### config.mk
export PLATFORM = sky130hd
export DESIGN_NAME = madbus_ctrl
export DESIGN_NICKNAME = d
export VERILOG_FILES = /design/src/rtl/madbus_pkg.sv /design/src/rtl/madbus_wait_ctr.sv /design/src/rtl/madbus_seq.sv /design/src/rtl/madbus_pins.sv /design/src/rtl/madbus_ctrl.sv
export SDC_FILE = /design/constraint.sdc
export NUM_CORES = 1
export LEC_CHECK = 0
export ABC_CLOCK_PERIOD_IN_PS = 1700
export BUFFER_PORTS_ARGS = -buffer_cell sky130_fd_sc_hd__buf_2
export CORE_ASPECT_RATIO = 1.4
export CORE_MARGIN = 2
export CORE_UTILIZATION = 38
export CTS_CLUSTER_DIAMETER = 60
export DETAILED_ROUTE_END_ITERATION = 7
export PLACE_DENSITY = 0.66
export SETUP_SLACK_MARGIN = 0.5
export SLEW_MARGIN = 30
export SYNTH_ARGS = -nofsm -noshare
export SYNTH_HDL_FRONTEND = slang
export SYNTH_SLANG_ARGS = --single-unit
### constraint.sdc
create_clock -name clk -period 1.7 [get_ports clk]
set_clock_uncertainty 0.1 [all_clocks]
set_input_delay 0.255 -clock clk [delete_from_list [all_inputs] [get_ports clk]]
set_output_delay 0.255 -clock clk [all_outputs]
set_load 0.01 [all_outputs]
### src/rtl/madbus_pkg.sv
package madbus_pkg;

  typedef enum logic [1:0] {
    PH_IDLE = 2'd0,
    PH_ADDR = 2'd1,
    PH_DATA = 2'd2,
    PH_GAP  = 2'd3
  } phase_t;

  localparam int unsigned BUS_W  = 32;
  localparam int unsigned SIZE_W = 3;
  localparam int unsigned BANK_W = 2;
  localparam int unsigned ALO_W  = 25;

  // Address tenure word: size at [30:28], bank at [26:25], addr[24:0] at [24:0].
  function automatic logic [BUS_W-1:0] pack_addr_tenure(
    input logic [SIZE_W-1:0] size,
    input logic [BANK_W-1:0] bank,
    input logic [BUS_W-1:0]  addr
  );
    logic [BUS_W-1:0] w;
    w        = '0;
    w[30:28] = size;
    w[26:25] = bank;
    w[24:0]  = addr[ALO_W-1:0];
    return w;
  endfunction

endpackage

### src/rtl/madbus_wait_ctr.sv
module madbus_wait_ctr #(
  parameter int unsigned WS_W = 4
) (
  input  logic            clk,
  input  logic            rst_n,
  input  logic            active,
  input  logic [WS_W-1:0] ws,
  input  logic            ack_n,
  output logic            wait_expired,
  output logic            ack_seen,
  output logic            tenure_end
);

  logic [WS_W-1:0] cnt;

  function automatic logic reached(input logic [WS_W-1:0] c, input logic [WS_W-1:0] lim);
    return c == lim;
  endfunction

  assign wait_expired = active && reached(cnt, ws);
  assign ack_seen     = active && !ack_n;
  assign tenure_end   = wait_expired || ack_seen;

  always_ff @(posedge clk or negedge rst_n) begin
    if (!rst_n)                     cnt <= '0;
    else if (active && !tenure_end) cnt <= cnt + 1'b1;
    else                            cnt <= '0;
  end

endmodule

### src/rtl/madbus_seq.sv
module madbus_seq
  import madbus_pkg::*;
#(
  parameter int unsigned NCS  = 8,
  parameter int unsigned WS_W = 4,
  localparam int unsigned CS_W = $clog2(NCS)
) (
  input  logic                clk,
  input  logic                rst_n,
  input  logic                req_valid,
  input  logic                req_write,
  input  logic [CS_W-1:0]     req_cs,
  input  logic [SIZE_W-1:0]   req_size,
  input  logic [BANK_W-1:0]   req_bank,
  input  logic [BUS_W-1:0]    req_addr,
  input  logic [BUS_W-1:0]    req_wdata,
  input  logic [NCS*WS_W-1:0] cfg_wait,
  input  logic                tenure_end,
  input  logic [BUS_W-1:0]    ad_in,
  output phase_t              phase,
  output logic                accept,
  output logic                lat_write,
  output logic [CS_W-1:0]     lat_cs,
  output logic [SIZE_W-1:0]   lat_size,
  output logic [BANK_W-1:0]   lat_bank,
  output logic [BUS_W-1:0]    lat_addr,
  output logic [BUS_W-1:0]    lat_wdata,
  output logic [WS_W-1:0]     lat_ws,
  output logic [BUS_W-1:0]    rdata
);

  phase_t phase_nx;

  assign accept = req_valid && (phase == PH_IDLE);

  always_comb begin
    phase_nx = phase;
    unique case (phase)
      PH_IDLE: if (accept)     phase_nx = PH_ADDR;
      PH_ADDR:                 phase_nx = PH_DATA;
      PH_DATA: if (tenure_end) phase_nx = PH_GAP;
      PH_GAP:                  phase_nx = PH_IDLE;
      default:                 phase_nx = PH_IDLE;
    endcase
  end

  always_ff @(posedge clk or negedge rst_n) begin
    if (!rst_n) phase <= PH_IDLE;
    else        phase <= phase_nx;
  end

  always_ff @(posedge clk or negedge rst_n) begin
    if (!rst_n) begin
      lat_write <= 1'b0;
      lat_cs    <= '0;
      lat_size  <= '0;
      lat_bank  <= '0;
      lat_addr  <= '0;
      lat_wdata <= '0;
      lat_ws    <= '0;
    end else if (accept) begin
      lat_write <= req_write;
      lat_cs    <= req_cs;
      lat_size  <= req_size;
      lat_bank  <= req_bank;
      lat_addr  <= req_addr;
      lat_wdata <= req_wdata;
      lat_ws    <= cfg_wait[req_cs*WS_W +: WS_W];
    end
  end

  always_ff @(posedge clk or negedge rst_n) begin
    if (!rst_n)                                           rdata <= '0;
    else if (phase == PH_DATA && tenure_end && !lat_write) rdata <= ad_in;
  end

endmodule

### src/rtl/madbus_pins.sv
module madbus_pins
  import madbus_pkg::*;
#(
  parameter int unsigned NCS = 8,
  localparam int unsigned CS_W = $clog2(NCS)
) (
  input  phase_t            phase,
  input  logic              lat_write,
  input  logic [CS_W-1:0]   lat_cs,
  input  logic [SIZE_W-1:0] lat_size,
  input  logic [BANK_W-1:0] lat_bank,
  input  logic [BUS_W-1:0]  lat_addr,
  input  logic [BUS_W-1:0]  lat_wdata,
  output logic [BUS_W-1:0]  ad_out,
  output logic              ad_oe,
  output logic              ale_n,
  output logic              ts_n,
  output logic [NCS-1:0]    cs_n,
  output logic              oe_n,
  output logic              rw_n
);

  logic in_addr, in_data;

  assign in_addr = (phase == PH_ADDR);
  assign in_data = (phase == PH_DATA);

  assign ale_n = !in_addr;
  assign ts_n  = !in_addr;
  assign oe_n  = !(in_data && !lat_write);
  assign rw_n  = !(in_data && lat_write);
  assign ad_oe = in_addr || (in_data && lat_write);

  always_comb begin
    if (in_addr)                      ad_out = pack_addr_tenure(lat_size, lat_bank, lat_addr);
    else if (in_data && lat_write)    ad_out = lat_wdata;
    else                              ad_out = '0;
  end

  for (genvar i = 0; i < NCS; i++) begin : g_cs
    assign cs_n[i] = !(in_data && (lat_cs == CS_W'(i)));
  end

endmodule

### src/rtl/madbus_ctrl.sv
module madbus_ctrl
  import madbus_pkg::*;
#(
  parameter int unsigned NCS  = 8,
  parameter int unsigned WS_W = 4,
  localparam int unsigned CS_W = $clog2(NCS)
) (
  input  logic                clk,
  input  logic                rst_n,
  input  logic                req_valid,
  output logic                req_ready,
  input  logic                req_write,
  input  logic [CS_W-1:0]     req_cs,
  input  logic [2:0]          req_size,
  input  logic [1:0]          req_bank,
  input  logic [31:0]         req_addr,
  input  logic [31:0]         req_wdata,
  output logic                done,
  output logic [31:0]         rdata,
  input  logic [NCS*WS_W-1:0] cfg_wait,
  output logic [31:0]         ad_out,
  output logic                ad_oe,
  input  logic [31:0]         ad_in,
  output logic                ale_n,
  output logic                ts_n,
  output logic [NCS-1:0]      cs_n,
  output logic                oe_n,
  output logic                rw_n,
  input  logic                ack_n
);

  phase_t              phase;
  logic                accept;
  logic                data_phase;
  logic                wait_expired;
  logic                ack_seen;
  logic                tenure_end;
  logic                lat_write;
  logic [CS_W-1:0]     lat_cs;
  logic [SIZE_W-1:0]   lat_size;
  logic [BANK_W-1:0]   lat_bank;
  logic [BUS_W-1:0]    lat_addr;
  logic [BUS_W-1:0]    lat_wdata;
  logic [WS_W-1:0]     lat_ws;

  assign data_phase = (phase == PH_DATA);
  assign req_ready  = (phase == PH_IDLE);
  assign done       = (phase == PH_GAP);

  madbus_seq #(.NCS(NCS), .WS_W(WS_W)) u_seq (
    .clk       (clk),
    .rst_n     (rst_n),
    .req_valid (req_valid),
    .req_write (req_write),
    .req_cs    (req_cs),
    .req_size  (req_size),
    .req_bank  (req_bank),
    .req_addr  (req_addr),
    .req_wdata (req_wdata),
    .cfg_wait  (cfg_wait),
    .tenure_end(tenure_end),
    .ad_in     (ad_in),
    .phase     (phase),
    .accept    (accept),
    .lat_write (lat_write),
    .lat_cs    (lat_cs),
    .lat_size  (lat_size),
    .lat_bank  (lat_bank),
    .lat_addr  (lat_addr),
    .lat_wdata (lat_wdata),
    .lat_ws    (lat_ws),
    .rdata     (rdata)
  );

  madbus_wait_ctr #(.WS_W(WS_W)) u_wait (
    .clk         (clk),
    .rst_n       (rst_n),
    .active      (data_phase),
    .ws          (lat_ws),
    .ack_n       (ack_n),
    .wait_expired(wait_expired),
    .ack_seen    (ack_seen),
    .tenure_end  (tenure_end)
  );

  madbus_pins #(.NCS(NCS)) u_pins (
    .phase     (phase),
    .lat_write (lat_write),
    .lat_cs    (lat_cs),
    .lat_size  (lat_size),
    .lat_bank  (lat_bank),
    .lat_addr  (lat_addr),
    .lat_wdata (lat_wdata),
    .ad_out    (ad_out),
    .ad_oe     (ad_oe),
    .ale_n     (ale_n),
    .ts_n      (ts_n),
    .cs_n      (cs_n),
    .oe_n      (oe_n),
    .rw_n      (rw_n)
  );

endmodule

### Yosys cells after proc, flatten, opt, wreduce, memory -nomap -nowiden

Index checks and enable logic that the tools add are counted.

| operators by class | value |
|---|---|
| equality and inequality tests | 13 |
| shift operators | 1 |
| reductions and logical operators | 35 |
| $add $sub $neg | 1 |
| mux-type cells | 6 |

Operators with widths:

| cell | count |
|---|---|
| 2-to-1 mux 32 bit | 2 |
| variable part select 32 x 6 -> 4 bit | 1 |
| logical AND 1 bit | 16 |
| logical NOT 1 bit | 14 |
| == test 3 bit, second input constant | 4 |
| case mux 2 bit (4 select lines) | 1 |
| == test 3 x 2 -> 1 bit, second input constant | 2 |
| adder 4 x 1 -> 4 bit, second input constant | 1 |
| == test 2 bit, second input constant | 2 |
| == test 4 bit | 1 |
| 2-to-1 mux 2 bit | 2 |
| 2-to-1 mux 4 bit | 1 |
| == test 3 x 1 -> 1 bit, second input constant | 1 |
| logical NOT 3 bit | 1 |
| == test 2 x 1 -> 1 bit, second input constant | 1 |
| logical NOT 2 bit | 1 |
| logical OR 1 bit | 2 |
| != test 2 x 1 -> 1 bit, second input constant | 1 |
| != test 2 bit, second input constant | 1 |
| AND reduction 2 bit | 1 |

| word-level totals | value |
|---|---|
| input port bits | 141 |
| output and inout port bits | 79 |
| logic and storage cells | 66 |
| register bits | 108 |

### Depth between registers and ports, before layout

Gate-level depths: netlist of the first run.

| logic depth | value |
|---|---|
| depth in word-level cells | 6 |
| mapped depth | 8 |
| mapped depth without buffers | 6 |

### By module

From an unflattened synthesis of the first run, not the netlist that was laid out.

| second synthesis, totals | value |
|---|---|
| cell total of the unflattened synthesis | 393 |
| area, all modules | 5355.1 µm² |

By module, submodules not included:

| module | cells each | instances | seq. area each (µm²) | area each (µm²) |
|---|---|---|---|---|
| madbus_seq | 269 | 1 | 2777.7 | 4413.0 |
| madbus_pins | 96 | 1 | 0.0 | 649.4 |
| madbus_wait_ctr | 25 | 1 | 100.1 | 276.5 |
| madbus_ctrl | 3 | 1 | 0.0 | 16.3 |

### Worst setup path after synthesis of the first run

OpenSTA, ideal clock, no wires.

| path | value |
|---|---|
| kind | register -> output |
| start point | register u_seq.phase[0] |
| end point | output port ad_out[10] |
| setup slack | -0.159 ns |
| buffers on the path | 2 |
| data arrival time | 1.504 ns |
| data required time | 1.345 ns |
| cell stages (with the launch flop) | 8 |
| cells stage by stage | dfrtp_1 > inv_1 > ha_1 > and2_0 > clkbuf_1 > buf_2 > nand2_1 > o21ai_0 |

| on the way | value |
|---|---|
| longest elaborated chain between the ends | 4 |
| elaborated cells between the ends (all ways) | 5 |
| those cells by class | eq/ne (2); mux (2); reduce/logical (1) |

Ends and longest elaborated chain:

| item | RTL line | RTL |
|---|---|---|
| from (decl) | madbus_seq.sv:20 | `output phase_t phase,` |
| from (signal assigned) | madbus_seq.sv:49 | `else phase <= phase_nx;` |
| == test 2 bit | madbus_pins.sv:26 | `assign in_data = (phase == PH_DATA);` |
| logical AND 1 bit | madbus_pins.sv:36 | `else if (in_data && lat_write) ad_out = lat_wdata;` |
| 2-to-1 mux 32 bit | madbus_pins.sv:36 |  |
| 2-to-1 mux 32 bit * | madbus_pins.sv:35 | `if (in_addr) ad_out = pack_addr_tenure(lat_size, lat_bank, lat_addr);` |
| to (decl) | madbus_ctrl.sv:21 | `output logic [31:0] ad_out,` |

Mark *: on every way between the ends. The rest lies on a longest branch, timed or not.

### Worst setup path after layout of the first run

Same ends and word-level chain as after synthesis.

==> qor.yml, run 1 <==
grt:
  grt_overflow: 0
  grt_first_pass_wirelength_microns: 33400
  antenna_found_initial: 1
  grt.total_usage: 0.236
  grt_pass1_vias: 6487
  grt_max_degree: 43
synth:
  synth_fp_nets: 732
  yosys-top-cells-area: "dfrtp_1 (44%), mux2_2 (12%), nand2_1 (8.2%)"
  synth_cell_types: 38
  syn_inst: 586
  synth_ff_type: "dfrtp_1"
  synth_top_area_cell: "dfrtp_1"
  netlist.area_leader.share: 0.435
  seq_area_frac_synth: 0.435
  netlist_area_sq_mm: 0.00621
  ys_ff_latch: 108
  yosysMostFrequentCell: "nand2_1"
  synthArstFlopShare: 1.00
  synth_edf_count: 0
  ys_warn_count: 0
  synth_commonest_cells: "nand2_1 (135), dfrtp_1 (108), mux2_2 (66)"
  syn_avg_cell_area_sq_um: 10.6
timing:
  fmax_mhz: 485
  hold_ws_ns: 0.0332
  worst_pin_slew_ns: 0.574
  layout_setup_ws_ns: -0.360
  final_max_slew_viol_count: 0
  relSlewSlack: 0.617
  period_needed_ns: 2.06
  setup_viol: 143
  hold_violations: 0
  period_share: 1.21
  rsz0062_at_grt: "yes"
detailed_routing:
  drtIter0Drc: 288
  via_count: 5911
  drcViolationCount: 0
  drt_pass1_iterations: 4
  finalWirelength_microns: 21100
  ant_nets: 0
  drt-wirelength-per-cell_microns: 19.6
  viasPerCell: 5.49
floorplan:
  rows: 55
  die_h_microns: 155
  initial_core_util: 0.385
  core_region_area_sq_mm: 0.0161
  die_w_microns: 112
  io_pins: 220
  dieArea_sq_mm: 0.0174
critical_path:
  cp-start-kind: "flop"
  r2r_setup_slack_ns: -0.13
  reg2reg_depth: 10
  startpoint: "u_seq.phase[0]$_DFFE_PN0P_"
  r2r_end: "u_seq.rdata[22]$_DFFE_PN0P_"
  crit_path_end: "ad_out[10]"
  crit_fanout: 8
  critPathRequiredTime_ns: 1.34
  path_class: "reg -> out"
  r2r-start: "u_seq.phase[0]$_DFFE_PN0P_"
  arrival_ns: 1.71
  endpoint_kind: "primary output"
cts:
  clockRootBuffer: "clkbuf_16"
  cts_max_path_buffers: 2
  path_clk_slew_ns: 0.08
  cts_inserted_buffers: 9
  cts_sinks: 108
  insertion_delay_ns: 0.34
  htreeDepth: 3
  cts_tree: "done"
final_layout:
  multi_input_area_sq_mm: 0.00431
  synthToLayoutAreaGrowth_pct: 67.6
  drive_above_1_share: 0.676
  seqCellArea_sq_mm: 0.00271
  nets: 1018
  fillCellCount: 1239
pwr:
  peakVddDrop_v: 0.000938
  power_mw: 19.5
  power_density_mw_per_mm2: 1870
  leakage_nw: 4.82
run_status:
  violations: "setup timing"
  status: "finished with violations"
placed_design:
  hpwl_microns: 12500
  place_congestion: 0.790
  place_ws_ns: -0.0466
  io_buffer_count: 212
min_path:
  hp-class: "in -> reg"
job:
  drv_cap: 0
==> routing by layer <==
layer	vias to the layer above	global-route usage	wire (microns)
li1	2727	-	-
met5	-	0	0
met1	2951	0.272	8150
met2	203	0.432	11300
met4	0	0.0784	367
met3	30	0.0534	1330
==> through the flow <==
| stage | area [sq um] | TNS [ns] | util | instances |
|---|---|---|---|---|
| floorplan | 6730 | 0 | - | 586 |
| global placement | 8020 | -0.0000550 | 0.498 | 974 |
| detailed placement | 8020 | -0.135 | 0.498 | 974 |
| CTS | 10000 | -18.23 | 0.623 | 1065 |
| global route | 10400 | -27.65 | 0.646 | 1076 |
| finish | 10400 | -19.69 | 0.646 | 1077 |
==> cell type report <==
class,instances,area share
clock buffer,10,0.0220
tap,199,0.0239
inverter,5,0.00301
timing repair buffer,334,0.270
clock inverter,6,0.00541
antenna,1,0.000241
multi-input combinational,414,0.415
sequential,108,0.260
==> power by group <==
group / internal (mW) / leakage (nW) / switching (mW) / total [mW]
Combinational: 7.04 / 3.45 / 5.76 / 12.8
Sequential: 3.76 / 1.23 / 0.861 / 4.62
Clock: 1.03 / 0.137 / 1.04 / 2.07
Total: 11.8 / 4.82 / 7.67 / 19.5
==> how the worst min path moves through the flow <==
stage	from	to	slack [ns]	cells past startpoint
final	req_wdata[9]	u_seq.lat_wdata[9]$_DFFE_PN0P_	0.03	2
after global routing	req_wdata[9]	u_seq.lat_wdata[9]$_DFFE_PN0P_	0.03	2
after CTS	req_wdata[9]	u_seq.lat_wdata[9]$_DFFE_PN0P_	0.02	2
after detailed placement	rst_n	u_seq.rdata[7]$_DFFE_PN0P_	0.09	1
after global placement	rst_n	u_seq.rdata[6]$_DFFE_PN0P_	0.09	1
after floorplan	rst_n	u_seq.lat_addr[0]$_DFFE_PN0P_	-0.14	0
==> flip-flops by register name, indices dropped and copies added (netlist names) <==
signal           count
u_seq.lat_ws         4
u_seq.phase          2
u_seq.lat_bank       2
u_wait.cnt           4
u_seq.lat_addr      25
u_seq.rdata         32
u_seq.lat_size       3
u_seq.lat_cs         3
u_seq.lat_wdata     32
u_seq.lat_write      1
==> worst max-delay path, cell delays in order (launching register included) <==
cell,delay (ns)
dfrtp_1,0.39
inv_2,0.08
ha_4,0.14
and2_4,0.22
clkbuf_16,0.20
nand2_4,0.05
o21ai_2,0.13
buf_2,0.14
==> cell usage in the layout, fill, tap and decap left out, types with 3 or more instances in the layout <==
master,netlist,layout
o211ai_2,30,30
mux2i_1,4,4
xnor2_4,1,4
nor3_2,0,3
inv_8,0,3
buf_2,24,197
nor4bb_2,0,20
bufbuf_16,0,4
dfrtp_2,0,4
clkbuf_16,0,10
nand3_2,0,4
o21ai_1,4,4
dfrtp_1,108,104
nor4bb_1,30,6
buf_8,0,5
buf_16,0,12
mux2_4,0,61
ha_4,0,3
nand2_2,0,14
a21oi_4,0,30
nor4bb_4,0,4
o211ai_1,3,3
nand2_1,135,114
mux4_2,8,8
buf_4,2,61
nand2_4,0,6
clkinv_4,0,3
mux2_2,66,5
buf_12,0,23
a41o_1,33,33
o21ai_2,0,29
buf_6,6,30
==> kinds of logic (layout without fill, tap and decap cells) <==
group                      count (synthesis)  after routing  share of synthesized area
other                                      0              1                          0
xor gates and xnor gates                   6              6                     0.0151
muxes                                     78             78                      0.155
adders and majority gates                  5              5                     0.0101
DFF                                      108            108                      0.435
and+or+nand+nor                          190            190                      0.158
buffers and inverters                     64            355                     0.0520
AOI/OAI and AO/OA                        135            135                      0.174
==> timing repair <==
item / CTS / global route
resized for setup: 184 / 49
cloned: 15 / 1
hold endpoints to repair: 20 / 0
hold buffers: 1 / 0
setup endpoints to repair: 187 / 187
buffers inserted: 59 / 10
pin swaps: 18 / 10
No activity file was read; power rests on OpenSTA's default activity.
==> run 2, diff against run 1 <==
--- a/config.mk
+++ b/config.mk
@@ -5,14 +5,16 @@
 export SDC_FILE = /design/constraint.sdc
 export NUM_CORES = 1
 export LEC_CHECK = 0
-export ABC_CLOCK_PERIOD_IN_PS = 1700
+export ABC_CLOCK_PERIOD_IN_PS = 2100
 export BUFFER_PORTS_ARGS = -buffer_cell sky130_fd_sc_hd__buf_2
+export CELL_PAD_IN_SITES_DETAIL_PLACEMENT = 0
+export CELL_PAD_IN_SITES_GLOBAL_PLACEMENT = 1
 export CORE_ASPECT_RATIO = 1.4
 export CORE_MARGIN = 2
 export CORE_UTILIZATION = 38
 export CTS_CLUSTER_DIAMETER = 60
 export DETAILED_ROUTE_END_ITERATION = 7
-export PLACE_DENSITY = 0.66
+export PLACE_DENSITY_LB_ADDON = 0.1
 export SETUP_SLACK_MARGIN = 0.5
 export SLEW_MARGIN = 30
 export SYNTH_ARGS = -nofsm -noshare
==> constraint.sdc (replaced) <==
create_clock -name clk -period 2.1 [get_ports clk]
set_clock_uncertainty 0.1 [all_clocks]
set_input_delay 0.315 -clock clk [delete_from_list [all_inputs] [get_ports clk]]
set_output_delay 0.315 -clock clk [all_outputs]
set_load 0.01 [all_outputs]
==> run 2 against run 1 <==
Total power fell by 22%. Combinational power is 26% lower. Cell count is 5.4% lower. Hold slack improved by 0.055 ns. Core utilization down 3.0 points. First-iteration DRC count is 13% higher. Via count down 3.8%. Die area did not move. The flow still finishes with violations (setup timing). Register-to-register slack better by 0.37 ns. Flip-flop and latch count stayed put. Sequential share of layout area increased by 1.2 points. Largest power group unchanged.
==> qor.yml, run 2 (synthesized netlist as in run 1, its figures left out) <==
run_status:
  status: "finished with violations"
  violations: "setup timing"
critical_path:
  critPathRequiredTime_ns: 1.68
  endpoint_kind: "primary output"
  crit_fanout: 8
  r2r_end: "u_seq.rdata[20]$_DFFE_PN0P_"
  cp-start-kind: "flop"
  reg2reg_depth: 9
  path_class: "reg -> out"
  startpoint: "u_seq.phase[0]$_DFFE_PN0P_"
  r2r-start: "u_seq.phase[0]$_DFFE_PN0P_"
  arrival_ns: 1.75
  r2r_setup_slack_ns: 0.24
min_path:
  hold-path-endpoint: "u_seq.lat_wdata[10]$_DFFE_PN0P_"
  hp-class: "in -> reg"
  hold_depth: 2
  holdCritStartpoint: "req_wdata[10]"
final_layout:
  synthToLayoutAreaGrowth_pct: 59.8
  nets: 961
  stdcell_count: 1019
  final_area_sq_mm: 0.00992
  reg_top3: "u_seq.lat_wdata (32), u_seq.rdata (32), u_seq.lat_addr (25)"
  drive_above_1_share: 0.650
  final_common_cell: "buf_2"
  final_cell_mix: "buf_2 (201), nand2_1 (107), dfrtp_1 (107)"
detailed_routing:
  viasPerCell: 5.58
  via_count: 5688
  ant_nets: 0
  drcViolationCount: 0
  drtIter0Drc: 325
  drt_pass1_iterations: 4
  finalWirelength_microns: 20900
  drt-wirelength-per-cell_microns: 20.6
cts:
  insertion_delay_ns: 0.35
  cts_sinks: 108
  clockRootBuffer: "clkbuf_16"
  cts_tree: "done"
  path_clk_slew_ns: 0.07
  cts_inserted_buffers: 9
  htreeDepth: 3
  cts_max_path_buffers: 2
timing:
  period_share: 1.03
  final_max_slew_viol_count: 0
  fmax_mhz: 462
  setup_viol: 26
  rsz0062_at_grt: "yes"
  hold_violations: 0
  relSlewSlack: 0.613
  worst_pin_slew_ns: 0.581
  layout_setup_ws_ns: -0.0644
  period_needed_ns: 2.16
placed_design:
  place_inst: 962
  postPlaceCellArea_sq_mm: 0.00770
  io_buffer_count: 212
  hpwl_microns: 12200
  place_congestion: 0.773
floorplan:
  dieArea_sq_mm: 0.0174
  rows: 55
  initial_core_util: 0.385
  die_w_microns: 112
  die_h_microns: 155
  io_pins: 220
  core_region_area_sq_mm: 0.0161
grt:
  grt_overflow: 0
  grt_pass1_vias: 6081
  grt_max_degree: 43
  grt_first_pass_wirelength_microns: 32000
  antenna_found_initial: 1
  grt.total_usage: 0.230
pwr:
  power_density_mw_per_mm2: 1540
  power_mw: 15.2
  peakVddDrop_v: 0.000825
  leakage_nw: 4.55
job:
  drv_cap: 0
## run 2: changes by cell type in the layout (fill, tap and decap cells not counted), sizes merged
cell	change
clkbuf	+4
clkinvlp	+1
bufbuf	-3
buf	-60
nand2	+1
clkinv	-3
bufinv	+2
## run 2: layer usage
metal | routed length, microns | vias up | global-route usage
met3 | 1150 | 36 | 0.0499
li1 | - | 2611 | -
met4 | 470 | 0 | 0.0848
met2 | 11200 | 178 | 0.418
met1 | 8130 | 2863 | 0.264
met5 | 0 | - | 0
## run 2: per-stage QoR
step | TNS (ns) | hold WS, ns | setup slack [ns] | utilization
6_report | -1.11 | 0.0881 | -0.0644 | 0.616
5_1_grt | -3.52 | 0.0829 | -0.145 | 0.616
4_1_cts | -1.34 | 0.0772 | -0.0582 | 0.564
3_5_place_dp | 0 | 0.255 | 0.226 | 0.478
3_3_place_gp | 0 | 0.247 | 0.239 | 0.478
2_1_floorplan | 0 | -0.0806 | 0.436 | -
## run 2: worst max-delay path, cell delays in order (launching register included)
cell and delay (ns):
dfrtp_2 0.43, inv_4 0.07, ha_4 0.12, and2_4 0.20, buf_12 0.13, buf_16 0.13
nand2_1 0.07, o21ai_2 0.12, buf_2 0.14
## run 2: layout make-up
type                    count  area [sq um]
multi-input cells         415          4350
fillers                  1307          6180
diodes                      1          2.50
inverters                   5          28.8
clock inverters             6          97.6
flip-flops and latches    108          2700
well taps                 199           249
clock buffers               9           225
repair buffers            276          2260
## run 2: power by group
group,switching [mW],internal (mW)
combinational,4.42,5.02
clock,0.840,1.06
sequential,0.859,3.04
total,6.12,9.12
## run 2: worst max-delay path by stage
stage,to,slack (ns)
5_1_grt,ad_out[0],-0.15
4_1_cts,ad_out[28],-0.06
6_report,ad_out[6],-0.06
2_1_floorplan,ad_out[10],0.44
3_5_place_dp,ad_out[15],0.23
3_3_place_gp,ad_out[15],0.24
## run 2: repair_timing
action	CTS	global route
resized for setup	132	133
hold buffers	1	0
endpoints found under the setup margin	151	152
pin swaps	14	17
gates cloned	11	7
endpoints found under the hold margin	35	0
buffers inserted	16	6
